[src/rtl/gpio_mux_pkg.sv]
`timescale 1ns/1ps
package gpio_mux_pkg;
    localparam int PORT_W = 8;
    localparam int NIB_W  = PORT_W / 2;
    localparam int ADDR_W = 2;

    localparam logic [ADDR_W-1:0] ADR_LATCH = 2'd0;
    localparam logic [ADDR_W-1:0] ADR_DIR   = 2'd1;
    localparam logic [ADDR_W-1:0] ADR_CFG   = 2'd2;

    // configuration bit positions inside wr_data for ADR_CFG
    localparam int CFG_OD_HI = 0;
    localparam int CFG_OD_LO = 1;
    localparam int CFG_PU_HI = 2;
    localparam int CFG_PU_LO = 3;

    // pin roles
    localparam int PIN_TMR  = 3;
    localparam int PIN_SCK  = 2;
    localparam int PIN_SDO  = 1;
    localparam int PIN_SDI  = 0;
    localparam int PWM_BASE = NIB_W;

    typedef struct packed {
        logic [PORT_W-1:0] latch;
        logic [PORT_W-1:0] dir;
        logic              od_hi;
        logic              od_lo;
        logic              pu_hi;
        logic              pu_lo;
    } port_cfg_t;

    typedef struct packed {
        logic [PORT_W-1:0] oe;
        logic [PORT_W-1:0] out;
        logic [PORT_W-1:0] pdrv;
        logic [PORT_W-1:0] pu;
    } pad_ctl_t;
endpackage

[src/rtl/pin_sync.sv]
`timescale 1ns/1ps
module pin_sync #(
    parameter int W      = 8,
    parameter int STAGES = 2
) (
    input  logic         clk,
    input  logic         rst_n,
    input  logic [W-1:0] din,
    output logic [W-1:0] dout
);
    logic [STAGES-1:0][W-1:0] sync_d, sync_q;

    always_comb begin
        sync_d[0] = din;
        for (int s = 1; s < STAGES; s++) begin
            sync_d[s] = sync_q[s-1];
        end
    end

    always_ff @(posedge clk or negedge rst_n) begin
        if (!rst_n) sync_q <= '0;
        else        sync_q <= sync_d;
    end

    assign dout = sync_q[STAGES-1];
endmodule

[src/rtl/port_regs.sv]
`timescale 1ns/1ps
module port_regs
    import gpio_mux_pkg::*;
(
    input  logic              clk,
    input  logic              rst_n,
    input  logic              wr_en,
    input  logic [ADDR_W-1:0] wr_addr,
    input  logic [PORT_W-1:0] wr_data,
    output port_cfg_t         cfg
);
    port_cfg_t cfg_d, cfg_q;

    always_comb begin
        cfg_d = cfg_q;
        if (wr_en) begin
            unique case (wr_addr)
                ADR_LATCH: cfg_d.latch = wr_data;
                ADR_DIR:   cfg_d.dir   = wr_data;
                ADR_CFG: begin
                    cfg_d.od_hi = wr_data[CFG_OD_HI];
                    cfg_d.od_lo = wr_data[CFG_OD_LO];
                    cfg_d.pu_hi = wr_data[CFG_PU_HI];
                    cfg_d.pu_lo = wr_data[CFG_PU_LO];
                end
                default: ;
            endcase
        end
    end

    always_ff @(posedge clk or negedge rst_n) begin
        if (!rst_n) cfg_q <= '0;
        else        cfg_q <= cfg_d;
    end

    assign cfg = cfg_q;

    AST_LATCH_WRITE: assert property (@(posedge clk) disable iff (!rst_n)
        (wr_en && wr_addr == ADR_LATCH) |=> (cfg_q.latch == $past(wr_data)));
    AST_DIR_WRITE: assert property (@(posedge clk) disable iff (!rst_n)
        (wr_en && wr_addr == ADR_DIR) |=> (cfg_q.dir == $past(wr_data)));
    AST_HOLD_IDLE: assert property (@(posedge clk) disable iff (!rst_n)
        !wr_en |=> $stable(cfg_q));
endmodule

[src/rtl/pin_route.sv]
`timescale 1ns/1ps
module pin_route
    import gpio_mux_pkg::*;
(
    input  port_cfg_t         cfg,
    input  logic [NIB_W-1:0]  pwm_en,
    input  logic [NIB_W-1:0]  pwm_out,
    input  logic              tmr_cmp,
    input  logic              ser_en,
    input  logic              ser_master,
    input  logic              ser_sck_out,
    input  logic              ser_sdo,
    input  logic [PORT_W-1:0] pin_s,
    output pad_ctl_t          ctl,
    output logic [PORT_W-1:0] port_rd
);
    logic [PORT_W-1:0] oe_w, val_w, od_mask, pu_mask;

    always_comb begin
        oe_w  = cfg.dir;
        val_w = cfg.latch;
        for (int k = 0; k < NIB_W; k++) begin
            if (pwm_en[k]) begin
                oe_w[PWM_BASE+k]  = 1'b1;
                val_w[PWM_BASE+k] = pwm_out[k];
            end
        end
        val_w[PIN_TMR] = tmr_cmp;
        if (ser_en) begin
            oe_w[PIN_SCK]  = ser_master;
            val_w[PIN_SCK] = ser_sck_out;
            oe_w[PIN_SDO]  = 1'b1;
            val_w[PIN_SDO] = ser_sdo;
            oe_w[PIN_SDI]  = 1'b0;
        end
        od_mask = {{NIB_W{cfg.od_hi}}, {NIB_W{cfg.od_lo}}};
        pu_mask = {{NIB_W{cfg.pu_hi}}, {NIB_W{cfg.pu_lo}}};
        ctl.oe   = oe_w;
        ctl.out  = val_w & oe_w;
        ctl.pdrv = oe_w & ~od_mask;
        ctl.pu   = pu_mask & ~(oe_w & ~val_w);
        port_rd  = (cfg.dir & cfg.latch) | (~cfg.dir & pin_s);
        port_rd[PIN_TMR] = pin_s[PIN_TMR];
    end
endmodule

[src/rtl/shared_port_mux.sv]
`timescale 1ns/1ps
module shared_port_mux
    import gpio_mux_pkg::*;
#(
    parameter int SYNC_STAGES = 2
) (
    input  logic              clk,
    input  logic              rst_n,
    input  logic              wr_en,
    input  logic [ADDR_W-1:0] wr_addr,
    input  logic [PORT_W-1:0] wr_data,
    output logic [PORT_W-1:0] port_rd,
    input  logic [NIB_W-1:0]  pwm_en,
    input  logic [NIB_W-1:0]  pwm_out,
    input  logic              tmr_cmp,
    input  logic              ser_en,
    input  logic              ser_master,
    input  logic              ser_sck_out,
    input  logic              ser_sdo,
    output logic              ser_sck_in,
    output logic              ser_sdi,
    input  logic [PORT_W-1:0] pad_in,
    output logic [PORT_W-1:0] pad_oe,
    output logic [PORT_W-1:0] pad_out,
    output logic [PORT_W-1:0] pad_pdrv_en,
    output logic [PORT_W-1:0] pad_pu_en
);
    port_cfg_t         cfg;
    pad_ctl_t          ctl;
    logic [PORT_W-1:0] pin_s;

    port_regs u_regs (
        .clk     (clk),
        .rst_n   (rst_n),
        .wr_en   (wr_en),
        .wr_addr (wr_addr),
        .wr_data (wr_data),
        .cfg     (cfg)
    );

    pin_sync #(.W(PORT_W), .STAGES(SYNC_STAGES)) u_sync (
        .clk   (clk),
        .rst_n (rst_n),
        .din   (pad_in),
        .dout  (pin_s)
    );

    pin_route u_route (
        .cfg         (cfg),
        .pwm_en      (pwm_en),
        .pwm_out     (pwm_out),
        .tmr_cmp     (tmr_cmp),
        .ser_en      (ser_en),
        .ser_master  (ser_master),
        .ser_sck_out (ser_sck_out),
        .ser_sdo     (ser_sdo),
        .pin_s       (pin_s),
        .ctl         (ctl),
        .port_rd     (port_rd)
    );

    assign pad_oe      = ctl.oe;
    assign pad_out     = ctl.out;
    assign pad_pdrv_en = ctl.pdrv;
    assign pad_pu_en   = ctl.pu;
    assign ser_sck_in  = pin_s[PIN_SCK];
    assign ser_sdi     = pin_s[PIN_SDI];

    AST_PWM_OWNS: assert property (@(posedge clk) disable iff (!rst_n)
        ((pad_oe[PORT_W-1:PWM_BASE] & pwm_en) == pwm_en));
    AST_PU_RELEASE: assert property (@(posedge clk) disable iff (!rst_n)
        ((pad_pu_en & pad_oe & ~pad_out) == '0));
    AST_OD_UPPER: assert property (@(posedge clk) disable iff (!rst_n)
        cfg.od_hi |-> (pad_pdrv_en[PORT_W-1:PWM_BASE] == '0));
    AST_SDI_INPUT: assert property (@(posedge clk) disable iff (!rst_n)
        ser_en |-> !pad_oe[PIN_SDI]);
    AST_OUT_QUIET: assert property (@(posedge clk) disable iff (!rst_n)
        ((pad_out & ~pad_oe) == '0));
    AST_TMR_DRIVE: assert property (@(posedge clk) disable iff (!rst_n)
        pad_oe[PIN_TMR] |-> (pad_out[PIN_TMR] == tmr_cmp));
endmodule

[config.mk]
export PLATFORM = sky130hd
export DESIGN_NAME = shared_port_mux
export DESIGN_NICKNAME = d
export VERILOG_FILES = /design/src/rtl/gpio_mux_pkg.sv /design/src/rtl/pin_sync.sv /design/src/rtl/port_regs.sv /design/src/rtl/pin_route.sv /design/src/rtl/shared_port_mux.sv
export SDC_FILE = /design/constraint.sdc
export NUM_CORES = 1
export LEC_CHECK = 0
export BUFFER_PORTS_ARGS = -buffer_cell sky130_fd_sc_hd__buf_2
export CAP_MARGIN = 20
export CORE_MARGIN = 1
export CORE_UTILIZATION = 45
export DETAILED_ROUTE_END_ITERATION = 6
export PLACE_DENSITY = 0.88
export SLEW_MARGIN = 15
export SYNTH_ARGS = -nofsm -noshare
export SYNTH_HDL_FRONTEND = slang
export SYNTH_SLANG_ARGS = --single-unit
[constraint.sdc]
create_clock -name clk -period 1.4 [get_ports clk]
set_input_delay 0.14 -clock clk [delete_from_list [all_inputs] [get_ports clk]]
set_output_delay 0.14 -clock clk [all_outputs]
set_load 0.05 [all_outputs]
==> results of run 1 <==
cells by family after synthesis:
family | share of synthesized area (%)
AOI/OAI and AO/OA | 7.21
DFF | 57.3
buffers and inverters | 4.01
and+or+nand+nor | 16.7
muxes | 14.7
per-layer routing:
layer	vias up	GRT usage (%)	share of wire, %
met1	679	22.9	35
li1	633	-	-
met4	0	9.30	3.3
met2	43	42.9	59
met5	-	0	0
met3	14	6.93	3.0
sequential cells by signal, indices dropped and copies added, names as in the netlist:
signal,cells
u_regs.cfg,19
u_sync.dout,8
u_sync.sync_d,8
where the power goes:
part,internal [mW],leakage [nW],total (mW),switching [mW]
combinational,0.662,0.783,1.73,1.07
sequential,1.14,0.411,1.28,0.147
clock,0.196,0.0293,0.494,0.298
total,1.99,1.22,3.51,1.51
timing repair:
item,in CTS,in global routing
hold buffers,9,0
pin swaps,5,9
setup buffers,4,0
endpoints found under the hold margin,43,0
gates resized for setup,40,58
setup endpoints to repair,15,31
cell usage in the layout, fill, tap and decap left out, drive strengths merged:
| cell | synthesis | layout |
|---|---|---|
| nand2b | 3 | 3 |
| a21oi | 1 | 1 |
| buf | 3 | 76 |
| o311a | 1 | 1 |
| nor3b | 4 | 4 |
| o21a | 1 | 1 |
| o21ai | 12 | 12 |
| nor2 | 2 | 2 |
| clkbuf | 0 | 12 |
| nand2 | 13 | 13 |
| a21boi | 1 | 1 |
| o221a | 1 | 1 |
| dfrtp | 35 | 35 |
| nand3 | 1 | 1 |
| clkinv | 0 | 1 |
| mux2 | 20 | 20 |
| inv | 11 | 11 |
| and2 | 2 | 2 |
| or2 | 5 | 5 |
| nor2b | 9 | 9 |
| dlygate4sd3 | 0 | 9 |
| nand3b | 2 | 2 |
| nor3 | 3 | 3 |
| a221oi | 1 | 1 |
critical path: stages, from the launching register on:
cell	delay [ns]
sky130_fd_sc_hd__dfrtp_1	0.42
sky130_fd_sc_hd__or2_4	0.25
sky130_fd_sc_hd__nor2b_4	0.14
sky130_fd_sc_hd__buf_8	0.16
metrics by stage:
stage,util [%],setup TNS [ns],setup WS [ns]
final,78.8,-0.122,-0.0344
after global routing,78.8,-1.03,-0.0923
after CTS,73.0,-0.0964,-0.0413
after detailed placement,63.6,0,0.220
after global placement,63.6,0,0.228
after floorplan,-,-0.146,-0.146
final timing paths:
| path | startpoint | end | cells past startpoint |
|---|---|---|---|
| hold / removal | wr_data[5] | u_regs.cfg[17]$_DFFE_PN0P_ | 2 |
| hold reg to reg | u_sync.sync_d[15]$_DFF_PN0_ | u_sync.dout[7]$_DFF_PN0_ | 0 |
| setup reg to reg | u_regs.cfg[3]$_DFFE_PN0P_ | u_regs.cfg[3]$_DFFE_PN0P_ | 1 |
| min in group asynchronous | rst_n | u_regs.cfg[8]$_DFFE_PN0P_ | 3 |
| max in group asynchronous | rst_n | u_regs.cfg[2]$_DFFE_PN0P_ | 3 |
| setup / recovery | u_regs.cfg[9]$_DFFE_PN0P_ | pad_pdrv_en[5] | 3 |
area by class of cell:
type | instances | area share [%]
inverters | 11 | 1.67
repair buffers | 90 | 28.1
clock buffers | 7 | 1.83
clock inverters | 1 | 0.203
multi-input cells | 82 | 30.4
flip-flops and latches | 35 | 35.5
well taps | 44 | 2.23
==> flow_summary.rst, run 1 <==
.. list-table::
   :header-rows: 1

   * - Metric
     - Value
   * - Post-Syn Area
     - around 1500 µm²
   * - Die Outline Area
     - approximately 3600 µm²
   * - Startpoint type of the worst setup path
     - flip-flop
   * - Number of enable-type register cells in the synthesized netlist
     - 0
   * - Total power
     - between 3 and 4 mW
   * - Worst min path class
     - in -> reg
   * - Worst path required time
     - around 1.3 ns
   * - Maximum clock frequency
     - 697 MHz
   * - Total of max-cap violations
     - 0
   * - Count of synthesis-stage warnings from yosys
     - 0
   * - Number of distinct standard cells referenced by the synthesized netlist
     - 24
   * - Type of element capturing the critical path
     - output pin
   * - Proportion of synthesized chip area in sequential cells
     - 57.3%
   * - Clock network latency to the later pin of the worst-skew pair
     - 0.32 ns
   * - CP max FO
     - 4
   * - Fraction of post-synthesis cell area in the top cell type by area
     - 57.3%
   * - Syn Area/Cell
     - 11.7 µm²
   * - Max IR drop VDD
     - 841 µV
   * - Final Max Tran Viols
     - 0
   * - Static leakage
     - 1.22 nW
   * - Most used flip-flop cell after synthesis
     - sky130_fd_sc_hd__dfrtp_1
   * - Tcrit/Tclk final
     - 102%
   * - Via count of the first global-routing pass
     - 1,317
   * - Pin count of the biggest net entering global routing
     - 36
   * - Number of nets in the layout
     - 259
   * - Unrepaired setup endpoints after global routing
     - true
   * - Area of the multi-input gates
     - 751 µm²
   * - CTS tree
     - built
   * - Worst-path clk slew
     - about 0.10 ns
   * - Final worst-path setup slack
     - -0.0344 ns
   * - Total of endpoints with negative setup slack in the final report
     - 7
   * - Die Span X
     - 60.3 µm
   * - Total power density per cell area
     - 1420 nW/µm²
   * - Clock root buffer
     - sky130_fd_sc_hd__clkbuf_4
   * - Area contributors post-synth
     - sky130_fd_sc_hd__dfrtp_1, sky130_fd_sc_hd__mux2_2, sky130_fd_sc_hd__o21ai_0
   * - Die height
     - 60.3 µm
   * - Remaining antenna violation count after routing
     - 0
   * - Most frequent cell after synthesis
     - sky130_fd_sc_hd__dfrtp_1
   * - Slew at the pin closest to its max-slew limit
     - 0.430 ns
   * - Buffers on Ports
     - 75
   * - Detailed Route WL
     - ~4300 µm
   * - Sink count of the clock tree
     - 35
   * - Final hold violation count
     - 0
   * - Total CTS buffers
     - 5
   * - Number of DRC markers after the initial detailed-route iteration
     - 47
   * - Effective utilization at floorplan
     - 48.8%
   * - Ranking of synthesized cells by instance count
     - sky130_fd_sc_hd__dfrtp_1, sky130_fd_sc_hd__mux2_2, sky130_fd_sc_hd__nand2_1, sky130_fd_sc_hd__o21ai_0, sky130_fd_sc_hd__inv_1
   * - Post-Syn Instances
     - 131
   * - Layout cell share with drive strength beyond 1
     - 61.5%
   * - FF-to-FF setup slack
     - 0.42 ns
   * - Floorplan core area
     - 3130 µm²
   * - Via density per instance
     - around 5
   * - Net count of the mapped netlist
     - 165
   * - Min Hold Slack
     - 0.0675 ns
   * - Routability-driven placement congestion ratio
     - 0.778
   * - Total global-route track usage
     - 22.8%
   * - Critical path class
     - reg -> out
   * - Seq cells post-synth
     - 35
   * - Number of remaining DRC errors
     - 0
   * - DR vias
     - 1,369
   * - Min Clock Period, post-route
     - 1.43 ns
   * - Wire length of the first global-routing pass
     - between 5000 and 6000 µm
   * - Maximum buffer depth of the clock tree
     - 2
   * - Number of levels the H-tree was split into
     - 2
   * - Layout filler cell count
     - 189
   * - Post-DR wirelength/cell
     - 15.9 µm
   * - Diodes inserted
     - 0
   * - Clock skew
     - slightly below 0.0009 ns
   * - Leading area contributor after synthesis
     - sky130_fd_sc_hd__dfrtp_1
   * - Detailed Place HPWL
     - 2470 µm
   * - Post-Place Cell Area
     - 1990 µm²
   * - Number of top-level pins
     - 76
   * - Number of iterations in the first detailed-routing pass
     - 4
   * - Async set-or-reset flop fraction in the synthesized netlist
     - 100%
   * - Row Count
     - 20
   * - Layout area overhead
     - 61.4%
   * - Fin cells
     - 270
   * - Violated checks
     - setup timing
   * - Antenna violations before repair
     - 0
   * - Result of the run
     - complete, but fails checks
   * - Worst slew margin relative to its limit
     - between 70% and 80%
   * - Number of cells after detailed placement
     - 249
   * - Area of all sequential standard cells
     - between 800 and 900 µm²
   * - Total global routing overflow
     - 0
   * - CP arrival
     - 1.29 ns
   * - Final Instance Area
     - roughly 2500 µm²
Power figures use the tool's default switching activity.
==> inputs of run 2 (changes only) <==
==> constraint.sdc (replaced) <==
create_clock -name clk -period 1.6 [get_ports clk]
set_input_delay 0.16 -clock clk [delete_from_list [all_inputs] [get_ports clk]]
set_output_delay 0.16 -clock clk [all_outputs]
set_load 0.05 [all_outputs]
==> flow_summary.rst, run 2 (synthesis results as in run 1) <==
.. list-table::
   :header-rows: 1

   * - Metric
     - Value
   * - Total global-route track usage
     - 20.1%
   * - Reg2Reg Capture Point
     - u_regs.cfg[11]$_DFFE_PN0P_
   * - Remaining antenna violation count after routing
     - 0
   * - Startpoint type of the worst setup path
     - flip-flop
   * - Sink count of the clock tree
     - 35
   * - Number of remaining DRC errors
     - 0
   * - Post-DR wirelength/cell
     - 12.5 µm
   * - Worst-path clk slew
     - around 0.10 ns
   * - Routability-driven placement congestion ratio
     - 0.781
   * - Area of the multi-input gates
     - 612 µm²
   * - Most frequent standard cell in the layout excluding fill and tap cells
     - sky130_fd_sc_hd__buf_2
   * - Layout filler cell count
     - approximately 250
   * - Clock network latency to the later pin of the worst-skew pair
     - 0.33 ns
   * - Detailed Place HPWL
     - about 2500 µm
   * - Max IR drop VDD
     - a little under 700 µV
   * - Buffers on Ports
     - 75
   * - Die height
     - roughly 60 µm
   * - Highest cell delay on the worst timing path
     - 0.42 ns
   * - Static leakage
     - 1.11 nW
   * - Number of nets in the layout
     - approximately 260
   * - Worst hold path depth
     - 2
   * - Total of max-cap violations
     - 0
   * - Total of endpoints with negative setup slack in the final report
     - 0
   * - Wire length of the first global-routing pass
     - between 5000 and 6000 µm
   * - Worst min path class
     - in -> reg
   * - Final Max Tran Viols
     - 0
   * - Reg-to-reg startpoint
     - u_regs.cfg[11]$_DFFE_PN0P_
   * - Max reg flops
     - 19
   * - CP max stage cell
     - sky130_fd_sc_hd__dfrtp_1
   * - Diodes inserted
     - 0
   * - Effective utilization at floorplan
     - between 40% and 50%
   * - Via density per instance
     - 4.78
   * - Total power
     - between 2 and 3 mW
   * - DR vias
     - 1,286
   * - Die Span X
     - 60.3 µm
   * - Number of DRC markers after the initial detailed-route iteration
     - 31
   * - Hold_sp
     - wr_data[6]
   * - Floorplan core area
     - 3130 µm²
   * - Type of element capturing the critical path
     - output pin
   * - Total power density per cell area
     - 1310 nW/µm²
   * - Reg2Reg Depth
     - 2
   * - Detailed Route WL
     - 3350 µm
   * - Worst path required time
     - 1.44 ns
   * - Leading cell types in the layout, fill and taps excluded
     - sky130_fd_sc_hd__buf_2, sky130_fd_sc_hd__dfrtp_1, sky130_fd_sc_hd__mux2_2, sky130_fd_sc_hd__nand2_1, sky130_fd_sc_hd__o21ai_1
   * - Final hold violation count
     - 0
   * - Area of all sequential standard cells
     - slightly below 900 µm²
   * - Tcrit/Tclk final
     - between 90% and 100%
   * - Clock skew
     - 0.000492 ns
   * - Number of top-level pins
     - 76
   * - CTS tree
     - built
   * - Worst slew margin relative to its limit
     - 51.2%
   * - Antenna violations before repair
     - 0
   * - Die Outline Area
     - 3630 µm²
   * - Maximum buffer depth of the clock tree
     - 2
   * - Maximum clock frequency
     - between 600 and 700 MHz
   * - CP max FO
     - 4
   * - Layout cell share with drive strength beyond 1
     - 52.9%
   * - Critical path class
     - reg -> out
   * - FF-to-FF setup slack
     - about 0.7 ns
   * - End point of the most critical hold path
     - u_regs.cfg[10]$_DFFE_PN0P_
   * - Number of iterations in the first detailed-routing pass
     - 4
   * - CP arrival
     - 1.36 ns
   * - Unrepaired setup endpoints after global routing
     - false
   * - Pin count of the biggest net entering global routing
     - 36
   * - Total global routing overflow
     - 0
   * - Row Count
     - 20
   * - Via count of the first global-routing pass
     - roughly 1,200
   * - Min Hold Slack
     - 0.0664 ns
   * - Number of levels the H-tree was split into
     - 2
   * - Slew at the pin closest to its max-slew limit
     - 0.733 ns
   * - Layout area overhead
     - 42.2%
   * - Total CTS buffers
     - 5
   * - Sum of negative setup slack
     - 0 ns
   * - Min Clock Period, post-route
     - approximately 1.5 ns
   * - Worst-path cell chain
     - or2_2, nor2b_1, buf_4
   * - Result of the run
     - completed
   * - Clock root buffer
     - sky130_fd_sc_hd__clkbuf_4
run 2: layer usage:
layer  track usage, %  vias up  share of wire [%]  wire length (µm)
met2             34.4       33                 54              1810
met1             22.6      618                 40              1340
met5                0        -                  0                 0
li1                 -      629                  -                 -
met4             7.97        0                1.5                49
met3             7.36        6                4.7               157
run 2: metrics by stage:
| stage | util, % | std cells | cell area [µm²] | setup WS, ns |
|---|---|---|---|---|
| after floorplan | - | 131 | 1550 | 0.00225 |
| after global placement | 62.6 | 247 | 1960 | 0.418 |
| after detailed placement | 62.6 | 247 | 1960 | 0.356 |
| after CTS | 67.7 | 264 | 2120 | 0.0244 |
| after global routing | 69.4 | 269 | 2170 | 0.00126 |
| final | 69.4 | 269 | 2170 | 0.0794 |
run 2: layout make-up:
type | instances | share of cell area, %
well taps | 44 | 2.53
clock buffers | 8 | 3.17
inverters | 11 | 1.90
flip-flops and latches | 35 | 40.3
multi-input cells | 82 | 28.2
repair buffers | 89 | 23.9
run 2: critical path: cells and delay by family (launching register included):
family | cells | cell delay, ns
AND/OR/NAND/NOR | 2 | 0.42
flip-flops | 1 | 0.42
buffers and inverters | 1 | 0.19
run 2: worst max-delay path by stage:
stage	from	end	depth (start not counted)
5_1_grt	u_regs.cfg[10]$_DFFE_PN0P_	pad_pdrv_en[6]	3
2_1_floorplan	u_regs.cfg[10]$_DFFE_PN0P_	pad_pdrv_en[6]	2
6_report	u_regs.cfg[10]$_DFFE_PN0P_	pad_pdrv_en[6]	3
3_5_place_dp	wr_addr[0]	u_regs.cfg[13]$_DFFE_PN0P_	3
4_1_cts	u_regs.cfg[8]$_DFFE_PN0P_	pad_pdrv_en[4]	3
3_3_place_gp	wr_addr[0]	u_regs.cfg[18]$_DFFE_PN0P_	3
run 2: what timing repair did:
action | 4_1_cts | 5_1_grt
endpoints found under the setup margin | 0 | 5
hold buffers | 9 | 0
hold endpoints to repair | 43 | 0
setup buffers | 0 | 5
gates resized for setup | 0 | 11
run 2: report_power, final:
part	leakage (nW)	switching (mW)	internal (mW)
registers	0.411	0.0962	0.996
clock network	0.0386	0.272	0.258
logic	0.657	0.844	0.372
total	1.11	1.21	1.63
